===== src/rtl/ep_hs_pkg.sv =====
package ep_hs_pkg;
    typedef enum logic [1:0] {
        TK_OUT   = 2'd0,
        TK_IN    = 2'd1,
        TK_SETUP = 2'd2
    } token_e;

    typedef enum logic [1:0] {
        HS_NONE  = 2'd0,
        HS_ACK   = 2'd1,
        HS_NAK   = 2'd2,
        HS_STALL = 2'd3
    } hs_e;

    typedef enum logic [1:0] {
        ST_IDLE,
        ST_DATA,
        ST_REPLY,
        ST_WAIT
    } state_e;

    localparam logic [3:0] MD_DISABLED = 4'b0000;
    localparam logic [3:0] MD_NAK      = 4'b0001;
    localparam logic [3:0] MD_IGNORE   = 4'b0010;
    localparam logic [3:0] MD_STALL    = 4'b0011;
    localparam logic [3:0] MD_CTRL_WR  = 4'b1011;

    localparam int REG_W = 8;
endpackage


===== src/rtl/ep_hs_decide.sv =====
// Reply table: mode x token -> handshake, plus whether data would be stored.
module ep_hs_decide
    import ep_hs_pkg::*;
(
    input  logic [3:0] mode,
    input  logic [1:0] kind,
    output hs_e        resp,
    output logic       accepting
);
    always_comb begin
        resp      = HS_NONE;
        accepting = 1'b0;
        case (kind)
            TK_SETUP: begin
                resp      = HS_ACK;
                accepting = 1'b1;
            end
            TK_OUT: begin
                case (mode)
                    MD_CTRL_WR: begin
                        resp      = HS_ACK;
                        accepting = 1'b1;
                    end
                    MD_NAK:   resp = HS_NAK;
                    MD_STALL: resp = HS_STALL;
                    default:  resp = HS_NONE;
                endcase
            end
            TK_IN: begin
                case (mode)
                    MD_NAK, MD_CTRL_WR: resp = HS_NAK;
                    MD_STALL:           resp = HS_STALL;
                    default:            resp = HS_NONE;
                endcase
            end
            default: resp = HS_NONE;
        endcase
    end
endmodule


===== src/rtl/ep_hs_fsm.sv =====
// Transaction sequencer: IDLE -> DATA -> REPLY -> WAIT -> IDLE.
module ep_hs_fsm
    import ep_hs_pkg::*;
#(
    parameter int EP_SIZE = 8,
    parameter int CNT_W   = 5
) (
    input  logic             clk,
    input  logic             rst_n,
    input  logic             tok_valid,
    input  logic [1:0]       tok_kind,
    input  logic             data_end,
    input  logic [CNT_W-1:0] rx_count,
    input  logic             rx_err,
    input  logic             txn_done,
    input  logic [3:0]       mode,
    output logic             hs_valid,
    output logic [1:0]       hs_code,
    output logic             irq,
    output logic             idle,
    output logic             ev_setup,
    output logic             ev_accept,
    output logic             ev_corrupt,
    output logic             ev_done,
    output logic [1:0]       done_kind,
    output hs_e              done_resp
);
    localparam logic [CNT_W-1:0] LIMIT = CNT_W'(EP_SIZE + 2);

    state_e     state_q, state_d;
    logic [1:0] kind_q, kind_d;
    hs_e        resp_q, resp_d;
    logic       irq_q;
    logic [1:0] look_kind;
    hs_e        look_resp;
    logic       look_acc;
    logic       pkt_ok;

    assign look_kind = (state_q == ST_IDLE) ? tok_kind : kind_q;
    assign pkt_ok    = !rx_err && (rx_count <= LIMIT);

    ep_hs_decide u_decide (
        .mode      (mode),
        .kind      (look_kind),
        .resp      (look_resp),
        .accepting (look_acc)
    );

    // next-state
    always_comb begin
        state_d = state_q;
        kind_d  = kind_q;
        resp_d  = resp_q;
        unique case (state_q)
            ST_IDLE: begin
                if (tok_valid) begin
                    kind_d = tok_kind;
                    if (tok_kind == TK_IN) begin
                        if (look_resp != HS_NONE) begin
                            resp_d  = look_resp;
                            state_d = ST_REPLY;
                        end
                    end else if (tok_kind == TK_OUT || tok_kind == TK_SETUP) begin
                        state_d = ST_DATA;
                    end
                end
            end
            ST_DATA: begin
                if (data_end) begin
                    if (pkt_ok && look_resp != HS_NONE) begin
                        resp_d  = look_resp;
                        state_d = ST_REPLY;
                    end else begin
                        state_d = ST_IDLE;
                    end
                end
            end
            ST_REPLY: state_d = ST_WAIT;
            ST_WAIT:  if (txn_done) state_d = ST_IDLE;
        endcase
    end

    // state register
    always_ff @(posedge clk) begin
        if (!rst_n) begin
            state_q <= ST_IDLE;
            kind_q  <= 2'd0;
            resp_q  <= HS_NONE;
            irq_q   <= 1'b0;
        end else begin
            state_q <= state_d;
            kind_q  <= kind_d;
            resp_q  <= resp_d;
            irq_q   <= ev_done || ev_corrupt;
        end
    end

    // outputs
    always_comb begin
        idle       = (state_q == ST_IDLE);
        hs_valid   = (state_q == ST_REPLY);
        hs_code    = hs_valid ? resp_q : HS_NONE;
        irq        = irq_q;
        ev_setup   = idle && tok_valid && (tok_kind == TK_SETUP);
        ev_accept  = (state_q == ST_DATA) && data_end && pkt_ok && look_acc;
        ev_corrupt = (state_q == ST_DATA) && data_end && rx_err && look_acc;
        ev_done    = (state_q == ST_WAIT) && txn_done;
        done_kind  = kind_q;
        done_resp  = resp_q;
    end
endmodule


===== src/rtl/ep_hs_regs.sv =====
// Mode/count registers with ACK-triggered write lock.
module ep_hs_regs
    import ep_hs_pkg::*;
#(
    parameter int CNT_W = 5
) (
    input  logic             clk,
    input  logic             rst_n,
    input  logic             cpu_wr,
    input  logic             cpu_rd,
    input  logic             cpu_sel,
    input  logic [REG_W-1:0] cpu_wdata,
    output logic [REG_W-1:0] cpu_rdata,
    input  logic             idle,
    input  logic             ev_setup,
    input  logic             ev_accept,
    input  logic             ev_corrupt,
    input  logic             ev_done,
    input  logic [1:0]       done_kind,
    input  hs_e              done_resp,
    input  logic [CNT_W-1:0] rx_count,
    input  logic             rx_pid1,
    output logic [3:0]       mode,
    output logic             locked
);
    logic [3:0]       mode_q;
    logic             setup_f, in_f, out_f;
    logic [CNT_W-1:0] count_q;
    logic             tog_q, dval_q, lock_q;
    logic             done_ack, wr_ok, wr_mode, wr_cnt;

    assign done_ack = ev_done && (done_resp == HS_ACK);
    assign wr_ok    = cpu_wr && !lock_q && !done_ack;
    assign wr_mode  = wr_ok && !cpu_sel;
    assign wr_cnt   = wr_ok && cpu_sel;

    always_ff @(posedge clk) begin
        if (!rst_n) begin
            mode_q  <= MD_DISABLED;
            setup_f <= 1'b0;
            in_f    <= 1'b0;
            out_f   <= 1'b0;
            count_q <= '0;
            tog_q   <= 1'b0;
            dval_q  <= 1'b0;
            lock_q  <= 1'b0;
        end else begin
            if (done_ack && done_kind == TK_SETUP) mode_q <= MD_NAK;
            else if (wr_mode)                      mode_q <= cpu_wdata[3:0];

            if (ev_setup)     setup_f <= 1'b1;
            else if (wr_mode) setup_f <= cpu_wdata[7];

            if (ev_done && done_kind == TK_IN) in_f <= 1'b1;
            else if (wr_mode)                  in_f <= cpu_wdata[6];

            if (ev_done && done_kind == TK_OUT) out_f <= 1'b1;
            else if (wr_mode)                   out_f <= cpu_wdata[5];

            if (ev_accept) begin
                count_q <= rx_count;
                tog_q   <= rx_pid1;
                dval_q  <= 1'b1;
            end else if (ev_corrupt) begin
                count_q <= rx_count;
                dval_q  <= 1'b0;
            end else if (wr_cnt) begin
                count_q <= cpu_wdata[CNT_W-1:0];
                tog_q   <= cpu_wdata[7];
                dval_q  <= cpu_wdata[6];
            end

            if (done_ack)           lock_q <= 1'b1;
            else if (cpu_rd && idle) lock_q <= 1'b0;
        end
    end

    always_comb begin
        cpu_rdata = '0;
        if (cpu_sel) begin
            cpu_rdata[CNT_W-1:0] = count_q;
            cpu_rdata[7]         = tog_q;
            cpu_rdata[6]         = dval_q;
        end else begin
            cpu_rdata[3:0] = mode_q;
            cpu_rdata[5]   = out_f;
            cpu_rdata[6]   = in_f;
            cpu_rdata[7]   = setup_f;
        end
    end

    assign mode   = mode_q;
    assign locked = lock_q;
endmodule


===== src/rtl/usb_ep_handshake.sv =====
module usb_ep_handshake
    import ep_hs_pkg::*;
#(
    parameter int EP_SIZE = 8,
    parameter int CNT_W   = 5
) (
    input  logic             clk,
    input  logic             rst_n,
    input  logic             tok_valid,
    input  logic [1:0]       tok_kind,
    input  logic             data_end,
    input  logic [CNT_W-1:0] rx_count,
    input  logic             rx_pid1,
    input  logic             rx_err,
    input  logic             txn_done,
    input  logic             cpu_wr,
    input  logic             cpu_rd,
    input  logic             cpu_sel,
    input  logic [7:0]       cpu_wdata,
    output logic [7:0]       cpu_rdata,
    output logic             hs_valid,
    output logic [1:0]       hs_code,
    output logic             irq
);
    logic       st_idle, ev_setup, ev_accept, ev_corrupt, ev_done, wr_lock;
    logic [1:0] done_kind;
    hs_e        done_resp;
    logic [3:0] mode_q;

    ep_hs_fsm #(.EP_SIZE(EP_SIZE), .CNT_W(CNT_W)) u_fsm (
        .clk        (clk),
        .rst_n      (rst_n),
        .tok_valid  (tok_valid),
        .tok_kind   (tok_kind),
        .data_end   (data_end),
        .rx_count   (rx_count),
        .rx_err     (rx_err),
        .txn_done   (txn_done),
        .mode       (mode_q),
        .hs_valid   (hs_valid),
        .hs_code    (hs_code),
        .irq        (irq),
        .idle       (st_idle),
        .ev_setup   (ev_setup),
        .ev_accept  (ev_accept),
        .ev_corrupt (ev_corrupt),
        .ev_done    (ev_done),
        .done_kind  (done_kind),
        .done_resp  (done_resp)
    );

    ep_hs_regs #(.CNT_W(CNT_W)) u_regs (
        .clk        (clk),
        .rst_n      (rst_n),
        .cpu_wr     (cpu_wr),
        .cpu_rd     (cpu_rd),
        .cpu_sel    (cpu_sel),
        .cpu_wdata  (cpu_wdata),
        .cpu_rdata  (cpu_rdata),
        .idle       (st_idle),
        .ev_setup   (ev_setup),
        .ev_accept  (ev_accept),
        .ev_corrupt (ev_corrupt),
        .ev_done    (ev_done),
        .done_kind  (done_kind),
        .done_resp  (done_resp),
        .rx_count   (rx_count),
        .rx_pid1    (rx_pid1),
        .mode       (mode_q),
        .locked     (wr_lock)
    );
endmodule


===== config.mk =====
export PLATFORM = sky130hd
export DESIGN_NAME = usb_ep_handshake
export DESIGN_NICKNAME = d
export VERILOG_FILES = /design/src/rtl/ep_hs_pkg.sv /design/src/rtl/ep_hs_decide.sv /design/src/rtl/ep_hs_fsm.sv /design/src/rtl/ep_hs_regs.sv /design/src/rtl/usb_ep_handshake.sv
export SDC_FILE = /design/constraint.sdc
export NUM_CORES = 1
export LEC_CHECK = 0
export BUFFER_PORTS_ARGS = -buffer_cell sky130_fd_sc_hd__buf_2
export CAP_MARGIN = 20
export CELL_PAD_IN_SITES_DETAIL_PLACEMENT = 1
export CELL_PAD_IN_SITES_GLOBAL_PLACEMENT = 1
export CORE_AREA = 3 3 64 66
export CTS_CLUSTER_DIAMETER = 100
export DETAILED_ROUTE_END_ITERATION = 12
export DIE_AREA = 0 0 67 69
export PLACE_DENSITY_LB_ADDON = 0.3
export SYNTH_ARGS = -nofsm -noshare
export SYNTH_HDL_FRONTEND = slang
export SYNTH_SLANG_ARGS = --single-unit

===== constraint.sdc =====
create_clock -name clk -period 1.9 [get_ports clk]
set_input_delay 0.095 -clock clk [delete_from_list [all_inputs] [get_ports clk]]
set_output_delay 0.095 -clock clk [all_outputs]
set_load 0.1 [all_outputs]

-- Word-level counts from Yosys, hierarchy flattened
Index checks and enable logic that the tools add are counted.
- register bits after elaboration: 22
- input bits: 25
- output and inout port bits: 12
- word-level logic and storage cells: 125
- magnitude comparators: 1
- equality and inequality tests: 22
- mux-type cells: 44
- bitwise gates (word level): 1
- reduce and logical (&&, ||, !) cells: 44
- operators by type and width (operator ; count):
    $mux W2 ; 15
    $logic_and A1 B1 Y1 ; 19
    $mux W1 ; 19
    $reduce_bool A2 Y1 ; 8
    $mux W5 ; 3
    $ne A2 B2 Y1 const B ; 6
    $pmux W2 S3 ; 2
    $eq A2 B1 Y1 const B ; 5
    $eq A2 B2 Y1 const B ; 5
    $logic_not A2 Y1 ; 4
    $pmux W2 S2 ; 2
    $pmux W2 S4 ; 1
    $ne A3 B3 Y1 const B ; 2
    $reduce_and A6 Y1 ; 1
    $le A5 B4 Y1 const B ; 1
    $reduce_and A5 Y1 ; 1
    $eq A4 B1 Y1 const B ; 1
    $eq A4 B2 Y1 const B ; 1
    $eq A4 B4 Y1 const B ; 1
    $logic_not A1 Y1 ; 4
    $mux W4 ; 1
    $reduce_and A2 Y1 ; 2
    $reduce_or A2 Y1 ; 2
    $reduce_bool A3 Y1 ; 1
    4 further kinds ; 5

-- Longest topological paths before layout
Gate-level depths: netlist of the first run.
- depth in word-level cells: 9
- depth in mapped cells: 6

-- Hierarchy
Synthesis of the first run repeated with hierarchy kept, for this count alone.
- cell total of the unflattened synthesis: 158
- area, all modules: 1341.3 um2
- by module, submodules not included (module ; instances ; cells an instance ; area an instance (um2)):
    ep_hs_regs ; 1 ; 96 ; 844.6
    ep_hs_fsm ; 1 ; 53 ; 436.7
    ep_hs_decide ; 1 ; 9 ; 60.1

-- Least setup slack after synthesis of the first run
Ideal clock, no wire load.
- kind: reg-to-output
- start: reg u_fsm.state_q[0]
- end: out hs_code[0]
- arrival: 2.782 ns
- setup slack: -0.977 ns
- stages on the path, launching flop included: 4
- path buffers: 1
- path through: dfxtp_1 buf_2 nor2b_1 and2_1
- cells in the longest elaborated chain, start to end: 2
- RTL lines (what ; RTL line ; text):
    start, declared ; ep_hs_fsm.sv:30 ; state_e state_q, state_d;
    start signal, assigned ; ep_hs_fsm.sv:91 ; state_q <= state_d;
    $eq A2 B2 Y1 ; ep_hs_fsm.sv:101 ; hs_valid = (state_q == ST_REPLY);
    net hs_valid ; usb_ep_handshake.sv:21 ; output logic hs_valid,
    $mux W2 ; ep_hs_fsm.sv:102 ; hs_code = hs_valid ? resp_q : HS_NONE;
    end, declared ; usb_ep_handshake.sv:22 ; output logic [1:0] hs_code,
The timed path passes the listed nets, and every way through them passes these cells.

-- Worst setup path after layout of the first run
- start: reg u_fsm.state_q[0]
- end: reg u_regs.count_q[3]
- cells in the longest elaborated chain, start to end: 7
- RTL lines (what ; RTL line ; text):
    $logic_not A2 Y1 / $eq A2 B2 Y1 (equally long branches) ; ep_hs_fsm.sv:39, ep_hs_fsm.sv:107 ;
    $mux W2 / $logic_and A1 B1 Y1 (equally long branches) ; ep_hs_fsm.sv:39, ep_hs_fsm.sv:107 ;
    $eq A2 B2 Y1 (tied with other cells) ; ep_hs_decide.sv:13 ; case (kind)
    $pmux W1 S2 / $logic_not A1 Y1 (equally long branches) ; ep_hs_decide.sv:13, ep_hs_regs.sv:33 ;
    $logic_and A1 B1 Y1, on equally long branches ; ep_hs_fsm.sv:106, ep_hs_regs.sv:33 ;
    $mux W5 / $logic_and A1 B1 Y1 (equally long branches) ; ep_hs_regs.sv:64, ep_hs_regs.sv:35 ;
    $mux W5 / $reduce_bool A3 Y1 (equally long branches) ; - ;
    end signal, assigned ; ep_hs_regs.sv:61 ; count_q <= rx_count;
    end signal, assigned ; ep_hs_regs.sv:65 ; count_q <= rx_count;
    end signal, assigned ; ep_hs_regs.sv:68 ; count_q <= cpu_wdata[CNT_W-1:0];
    end, declared ; ep_hs_regs.sv:28 ; logic [CNT_W-1:0] count_q;
Parallel ways exist; a longest one is shown, timed or not.
A chain may end at the register's enable or synchronous reset.

==> metrics.md, run 1 <==
| Metric | Value |
|---|---|
| Number of flops mapped to enable cells by yosys | 0 |
| Core area | 3630 um^2 |
| Vias | between 1,000 and 1,500 |
| Hold Path Class | primary input to flip-flop |
| Worst setup path end | u_regs.count_q[3]$_SDFFE_PN0P_ |
| Die area | around 4600 um^2 |
| DP HPWL | 2800 um |
| Iter 0 DRT Violations | 31 |
| Proportion of synthesized area in mux cells | 14.4% |
| Area delta synth->final | 25.5% |
| Synth area leader | dfxtp_1 |
| Post-route worst setup slack | 0.252 ns |
| PortBufs | 36 |
| Worst r2r src | u_fsm.state_q[0]$_SDFFE_PN0P_ |
| Tot GR Track Use | 16.6% |
| Worst Hold Margin | 0.0925 ns |
| R2R cell count | 6 |
| Pre-CTS setup slack | about 0.26 ns |
| Commonest non-fill, non-tap cell in the layout | buf_2 |
| Synthesized area per cell | slightly below 9 um^2 |
| Main combinational cell family by area after synthesis | simple AND/OR/NAND/NOR gates |
| Worst path arrival time | ~1.8 ns |
| WL per Instance | 15.6 um |
| GPL Wtd Cong | approximately 0.8 |
| Finished Cell Area | 1630 um^2 |
| Synth top area share | 34.0% |
| Post-synthesis xor/xnor area fraction | 0% |
| Top_reg_cell synth | dfxtp_1 |
| Sink Count | 22 |
| Die Wd | 67 um |
| Slew Limit Headroom | 67.5% |
| Worst vdd ir | 0.000338 V |
| Crit-path max FO | 13 |
| Detail-routed via count per cell | ~5.3 |
| R2R Path End | u_regs.count_q[3]$_SDFFE_PN0P_ |
| Vias in the first global route | 1,265 |
| Row Count | 22 |
| Max_cap viols | 0 |
| Wirelength, routed | approximately 3600 um |
| Starting density of the core | 35.7% |
| Pwr dens | 772 nW/um^2 |
| Setup TNS | 0 ns |
| Netlist cell types | 45 |
| Period utilisation layout | just under 90% |
| Synthesis Warnings | 0 |
| Adder-Cell Fraction of Synth Area | 0% |
| Pins Over Slew Limit | 0 |
| Fmax | 0.607 GHz |
| Post-Layout Cell Count | 233 |
| WP buf/inv | 1 |
| Clock Skew | 0.00772 ns |
| CP Depth | 6 |
| Switching Share | 30.3% |
| CP top delay family | compound AO/OA/AOI/OAI gates |
| Clk buf depth | 2 |
| Diodes inserted | 0 |
| Postcts setup bufs | 0 |
| Sequential share of the synthesized area | 34.0% |
| Synth Register Bits | 22 |
| Critical Path End Type | flip-flop |
| # hold bufs at CTS | 0 |
| Clock latency on the worst-skew pair | 0.26 ns |
| CTS clock-pin slew for the worst setup and hold paths | 0.09 ns |
| Critical path, cell by cell | buf_4 -> or3b_4 -> a31oi_4 -> o21ai_2 -> o21ai_1 -> a21oi_1 |
| Cell Int Power | 876 uW |
| Async SR Flop Fraction | 0% |
| 1st-pass router iterations | 5 |
| Top post-synthesis cells by area | dfxtp_1 (34%), mux2i_1 (10%), mux2_2 (4.3%) |
| Final setup fails | 0 |
| Startpoint types | flip-flop |
| Mapped Area | 1300 um^2 |
| Seq pwr share | between 40% and 50% |
| Post-synthesis simple-gate area fraction | 25.9% |
| Synth Area in Compound Gates | 22.3% |
| Combinational share of power | 24.8% |
| Syn_nets | 171 |
| Least-Margin Pin Slew | 0.491 ns |
| Fin nets | around 210 |
| Gr ovfl total | 0 |
| Post-route ant nets | 0 |
| Num CTS Buffers | 3 |
| Status | completed |
| Worst hold start | cpu_wdata[2] |
| Die height | between 60 and 70 um |
| Share of layout cells above drive strength 1 | about 32% |
| Slowest-stage cell, CP | or3b_4 |
| RSZ-0062 raised after global routing | false |
| Part of the power in the clock network | 34.9% |
| First-pass GRT wire length | 6030 um |
| Residual DRC count | 0 |
| Crit path time final | 1.65 ns |
| Cell Area, Placed | ~1600 um^2 |
| Placed cells | ~230 |
| Crit path launch | u_fsm.state_q[0]$_SDFFE_PN0P_ |
| Hold Fails Final Rpt | 0 |
| CTS tree | built |
| Root Buffer | clkbuf_8 |
| I/O pin total | 37 |
| Flop-to-flop setup slack | about 0.25 ns |
| Initial antenna violation count | 0 |
| Critical Path RT | between 2 and 2.5 ns |
| CP max stage delay | 0.43 ns |
| Crit path kind | flip-flop to flip-flop |
| P_sw | 380 uW |
| Mapped Cells | roughly 150 |
| Most frequent cells in the layout | buf_2 (36), dfxtp_1 (22), nand2_1 (14) |
| Leakage power | 0.000695 uW |
| Largest net degree at the start of global routing | 22 |
| Htree depth | 1 |
| Post_cts resized | 0 |
-- Yosys cell counts (all sizes together) (2+ instances only) --
| cell type | instances |
|---|---|
| mux2i | 13 |
| buf | 4 |
| nor2b | 6 |
| nor2 | 9 |
| nand2 | 14 |
| and2 | 5 |
| nand4b | 2 |
| dfxtp | 22 |
| o21ai | 12 |
| a21boi | 5 |
| a21oi | 8 |
| nor3 | 2 |
| mux2 | 5 |
| clkbuf | 2 |
| nor3b | 2 |
| o311a | 2 |
| nand2b | 4 |
| nand3 | 3 |
| or3b | 2 |
| nand3b | 3 |
| a31oi | 3 |
| inv | 3 |
-- power by group through the flow --
stage               Combinational, uW  Clock (uW)  Sequential [uW]
global placement                  302           0              516
CTS                               313         450              506
detailed placement                310           0              517
global route                      336         470              510
finish                            311         439              506
floorplan                         224           0              514
-- worst min-delay path by stage --
| stage | endpoint | depth (start not counted) |
|---|---|---|
| 5_1_grt | u_regs.mode[2]$_SDFFE_PP0P_ | 3 |
| 3_5_place_dp | u_regs.mode[1]$_SDFFE_PP0P_ | 3 |
| 4_1_cts | u_regs.mode[2]$_SDFFE_PP0P_ | 3 |
| 3_3_place_gp | u_regs.mode[3]$_SDFFE_PP0P_ | 3 |
| 6_report | u_regs.mode[2]$_SDFFE_PP0P_ | 3 |
| 2_1_floorplan | u_regs.mode[1]$_SDFFE_PP0P_ | 2 |
-- kinds of logic after synthesis --
| family | count (synthesis) |
|---|---|
| buffers and inverters | 9 |
| flip-flops | 22 |
| AND/OR/NAND/NOR | 58 |
| multiplexers | 18 |
| AO/OA/AOI/OAI | 39 |
-- through the flow --
step,total power [uW],util (%)
final,1260,44.8
after global routing,1320,44.8
after CTS,1270,44.8
after detailed placement,827,42.8
after global placement,818,42.8
after floorplan,738,-
-- area by class of cell --
type | count | area (um^2)
flip-flops and latches | 22 | 440
fillers | 451 | 2010
inverters | 3 | 11.3
clock buffers | 3 | 41.3
clock inverters | 1 | 30.0
repair buffers | 41 | 218
multi-input cells | 115 | 826
well taps | 48 | 60.1
-- registers in the layout, indices dropped and copies added (netlist names) --
name             count
u_regs.in_f          1
u_fsm.irq            1
u_regs.dval_q        1
u_fsm.done_resp      2
u_regs.mode          4
u_fsm.done_kind      2
u_fsm.state_q        2
u_regs.tog_q         1
u_regs.setup_f       1
u_regs.out_f         1
u_regs.locked        1
u_regs.count_q       5
-- worst min-delay path, delay by kind of cell --
kind / cells / cell delay (ns)
buffers and inverters: 1 / 0.09
muxes: 1 / 0.06
and+or+nand+nor: 1 / 0.08
-- layer usage --
layer	track usage, %	wire (um)	up-vias
met5	0	0	-
met4	6.08	68	0
met3	2.61	175	6
met2	27.8	1820	33
met1	20.8	1560	590
li1	-	-	613
Note: power is estimated with default switching activity, not from simulation.
==> inputs of run 2 (changes only) <==
ABC_AREA = 1   (was not set)
CORE_AREA = 3 3 69 71   (was 3 3 64 66)
DIE_AREA = 0 0 72 74   (was 0 0 67 69)
SKIP_CTS_REPAIR_TIMING = 1   (was not set)
==> run 2 against run 1 <==
  * Combinational power rose to 2.9 times the previous value
  * Clock power decreased by 19%
  * Critical path depth increased by 4
  * Cell count grew 39%
  * Flip-flop and latch count unchanged
  * Total power is 49% higher
  * Setup slack worse by 0.024 ns
  * Highest routed layer unchanged
  * Synthesized cell count increased by 62%
  * Die area up 15%
  * First-iteration DRC count grew 32%
  * Register-to-register slack worse by 0.02 ns
  * Utilization is 3.2 points lower
==> metrics.md, run 2 <==
| Metric | Value |
|---|---|
| Synth Area in Compound Gates | 14.2% (-8.1 points) |
| Area delta synth->final | 18.6% |
| Most repeated library cell on the critical path | nand2_2 |
| Seq pwr share | 32.1% (-8.2 points) |
| Die area | 5330 um^2 (+15%) |
| Residual DRC count | 0 (unchanged) |
| Met1 Wirelength | 1990 um (+27%) |
| Least-Margin Pin Slew | 0.487 ns (-0.00418 ns) |
| Mapped Cells | 237 (+62%) |
| Sink Count | 22 (unchanged) |
| Final setup fails | 0 (unchanged) |
| Largest net degree at the start of global routing | 15 (-32%) |
| Cell Area, Placed | 1730 um^2 (+11%) |
| Top routing layer in use | met4 |
| Top_reg_cell synth | dfxtp_1 |
| Finished Cell Area | 1790 um^2 (+9.8%) |
| Hold Fails Final Rpt | 0 (unchanged) |
| Crit-path max FO | 11 (-2) |
| Netlist cell types | 31 (-31%) |
| CTS tree | built |
| DR WL met2 | 1950 um (+6.7%) |
| Critical path, cell by cell | nor2_4 -> nand2_2 -> nand2_2 -> nand2_2 -> inv_4 -> nand3_4 -> nand2_2 -> o21ai_0 -> nor2_1 -> nor2_1 |
| Syn_nets | 262 (+53%) |
| Largest register FFs | 5 (unchanged) |
| Max_cap viols | 0 (unchanged) |
| Period utilisation layout | 88.0% (+1.2 points) |
| Synth top area share | 29.3% (-4.7 points) |
| Fillers | 610 (+35%) |
| Wirelength, routed | 4140 um (+14%) |
| WL per Instance | 12.7 um (-18%) |
| Startpoint types | flip-flop |
| Row Count | 24 (+9.1%) |
| Worst Hold Margin | 0.120 ns (+0.0273 ns) |
| Iter 0 DRT Violations | 41 (+32%) |
| Synthesis Warnings | 0 (unchanged) |
| Sequential share of the synthesized area | 29.3% (-4.7 points) |
| Number of flops mapped to enable cells by yosys | 0 (unchanged) |
| Gr ovfl total | 0 (unchanged) |
| Worst vdd ir | 0.000602 V (+78%) |
| Status | completed |
| Synth Register Bits | 22 (unchanged) |
| WP buf/inv | 1 (unchanged) |
| Mapped Area | 1510 um^2 (+16%) |
| Starting density of the core | 35.1% (-0.62 points) |
| Clock Skew | 0.00253 ns (-0.00519 ns) |
| Adder-Cell Fraction of Synth Area | 0% (unchanged) |
| Root Buffer | clkbuf_8 |
| Part of the power in the clock network | 18.9% (-16 points) |
| Vias | 1,507 (+21%) |
| Synth area leader | dfxtp_1 |
| Die Wd | 72 um (+7.5%) |
| I/O pin total | 37 (unchanged) |
| Critical Path RT | 2.06 ns (+0.02 ns) |
| CP top delay family | simple AND/OR/NAND/NOR gates |
| Proportion of synthesized area in mux cells | 0% (-14 points) |
| Die height | 74 um (+7.2%) |
| Post-synthesis xor/xnor area fraction | 0% (unchanged) |
| First-pass GRT wire length | 6910 um (+15%) |
| Detail-routed via count per cell | 4.64 (-13%) |
| Slew Limit Headroom | 67.7% (+0.28 points) |
| Most frequent cells in the layout | nand2_1 (55), inv_1 (40), nor2_1 (39) |
| Main combinational cell family by area after synthesis | simple AND/OR/NAND/NOR gates |
| Slowest-stage cell, CP | dfxtp_1 |
| Combinational share of power | 49.0% (+24 points) |
| Switching Share | 48.8% (+19 points) |
| DP HPWL | 3500 um (+25%) |
| Num CTS Buffers | 3 (unchanged) |
| Leakage power | 0.000948 uW (+36%) |
| Hold Path Class | primary input to flip-flop |
| Diodes inserted | 0 (unchanged) |
| Pins Over Slew Limit | 0 (unchanged) |
| Critical Path End Type | flip-flop |
| GPL Wtd Cong | 0.756 (-3.1%) |
| Met3 Routed Length | 148 um (-15%) |
| Most frequent cells after synthesis | nand2_1 (55), nor2_1 (42), inv_1 (40), dfxtp_1 (22), o21ai_0 (15) |
| Post-synthesis simple-gate area fraction | 42.4% (+17 points) |
| Post-route ant nets | 0 (unchanged) |
| Vias in the first global route | 1,529 (+21%) |
| PortBufs | 36 (unchanged) |
| Synthesized area per cell | 6.35 um^2 (-28%) |
| RSZ-0062 raised after global routing | false |
| Initial antenna violation count | 0 (unchanged) |
| Worst path arrival time | 1.83 ns (+0.04 ns) |
| Core area | 4290 um^2 (+18%) |
| Fin nets | 299 (+42%) |
| Pwr dens | 1050 nW/um^2 (+36%) |
| 1st-pass router iterations | 4 (-1) |
| Async SR Flop Fraction | 0% (unchanged) |
| Commonest non-fill, non-tap cell in the layout | nand2_1 |
| Tot GR Track Use | 17.0% (+0.39 points) |
| Top post-synthesis cells by area | dfxtp_1 (29%), nand2_1 (14%), nor2_1 (10%) |
| Count leader, synth | nand2_1 |
| Clk buf depth | 2 (unchanged) |
| Share of layout cells above drive strength 1 | 24.9% (-7.5 points) |
| Htree depth | 1 (unchanged) |
| P_sw | 914 uW (+140%) |
| Crit path time final | 1.67 ns (+0.0237 ns) |
| Cell Int Power | 959 uW (+9.6%) |
| CP max stage delay | 0.42 ns (about the same) |
| Largest Register | u_regs.count_q |
| Fmax | 0.598 GHz (-1.4%) |
| Clock latency on the worst-skew pair | 0.27 ns (about the same) |
| Final core occ | 41.6% (-3.2 points) |
| CTS clock-pin slew for the worst setup and hold paths | 0.09 ns (about the same) |
| Crit path kind | flip-flop to flip-flop |
==> run 2: logic make-up (layout without fill, tap and decap cells) <==
logic type	Yosys count	in the layout
buffers and inverters	50	86
AO/OA/AOI/OAI	38	38
AND/OR/NAND/NOR	127	127
flip-flops	22	22
==> run 2: worst min-delay path, stage by stage <==
cell and delay [ns]:
buf_2 0.09, nand2_1 0.06, nand2_1 0.06, a21oi_1 0.05
==> run 2: layer usage <==
layer / up-vias / global-route usage [%]
li1: 808 / -
met1: 668 / 21.5
met2: 26 / 29.7
met3: 5 / 2.03
met4: 0 / 6.26
met5: - / 0
==> run 2: cell type report <==
class	count	area (um^2)	share of cell area, %
tap	52	65.1	3.64
sequential	22	440	24.7
multi-input combinational	165	870	48.7
timing repair buffer	36	180	10.1
clock buffer	4	55.1	3.08
inverter	46	175	9.81
==> run 2: power groups by stage <==
stage	Clock (uW)	Combinational [uW]	Sequential, uW
after global placement	0	915	610
after CTS	369	928	602
after detailed placement	0	924	613
final	354	917	602
after floorplan	0	744	606
after global routing	387	1020	611
==> run 2: stage by stage <==
stage          setup slack [ns]  total power (uW)  setup TNS [ns]  instances
2_1_floorplan            -0.212              1350          -0.212        237
3_3_place_gp              0.252              1530               0        321
3_5_place_dp              0.227              1540               0        321
4_1_cts                   0.211              1900               0        325
5_1_grt                  0.0173              2020               0        325
6_report                  0.229              1870               0        325
==> run 2: final timing paths <==
kind | slack (ns) | cells after the start | endpoint | start
min reg2reg | 0.47 | 2 | u_regs.locked$_SDFFE_PN0P_ | u_regs.locked$_SDFFE_PN0P_
max | 0.23 | 10 | u_regs.count_q[4]$_SDFFE_PN0P_ | u_fsm.state_q[0]$_SDFFE_PN0P_
min | 0.12 | 4 | u_regs.locked$_SDFFE_PN0P_ | cpu_rd
max reg2reg | 0.23 | 10 | u_regs.count_q[4]$_SDFFE_PN0P_ | u_fsm.state_q[0]$_SDFFE_PN0P_
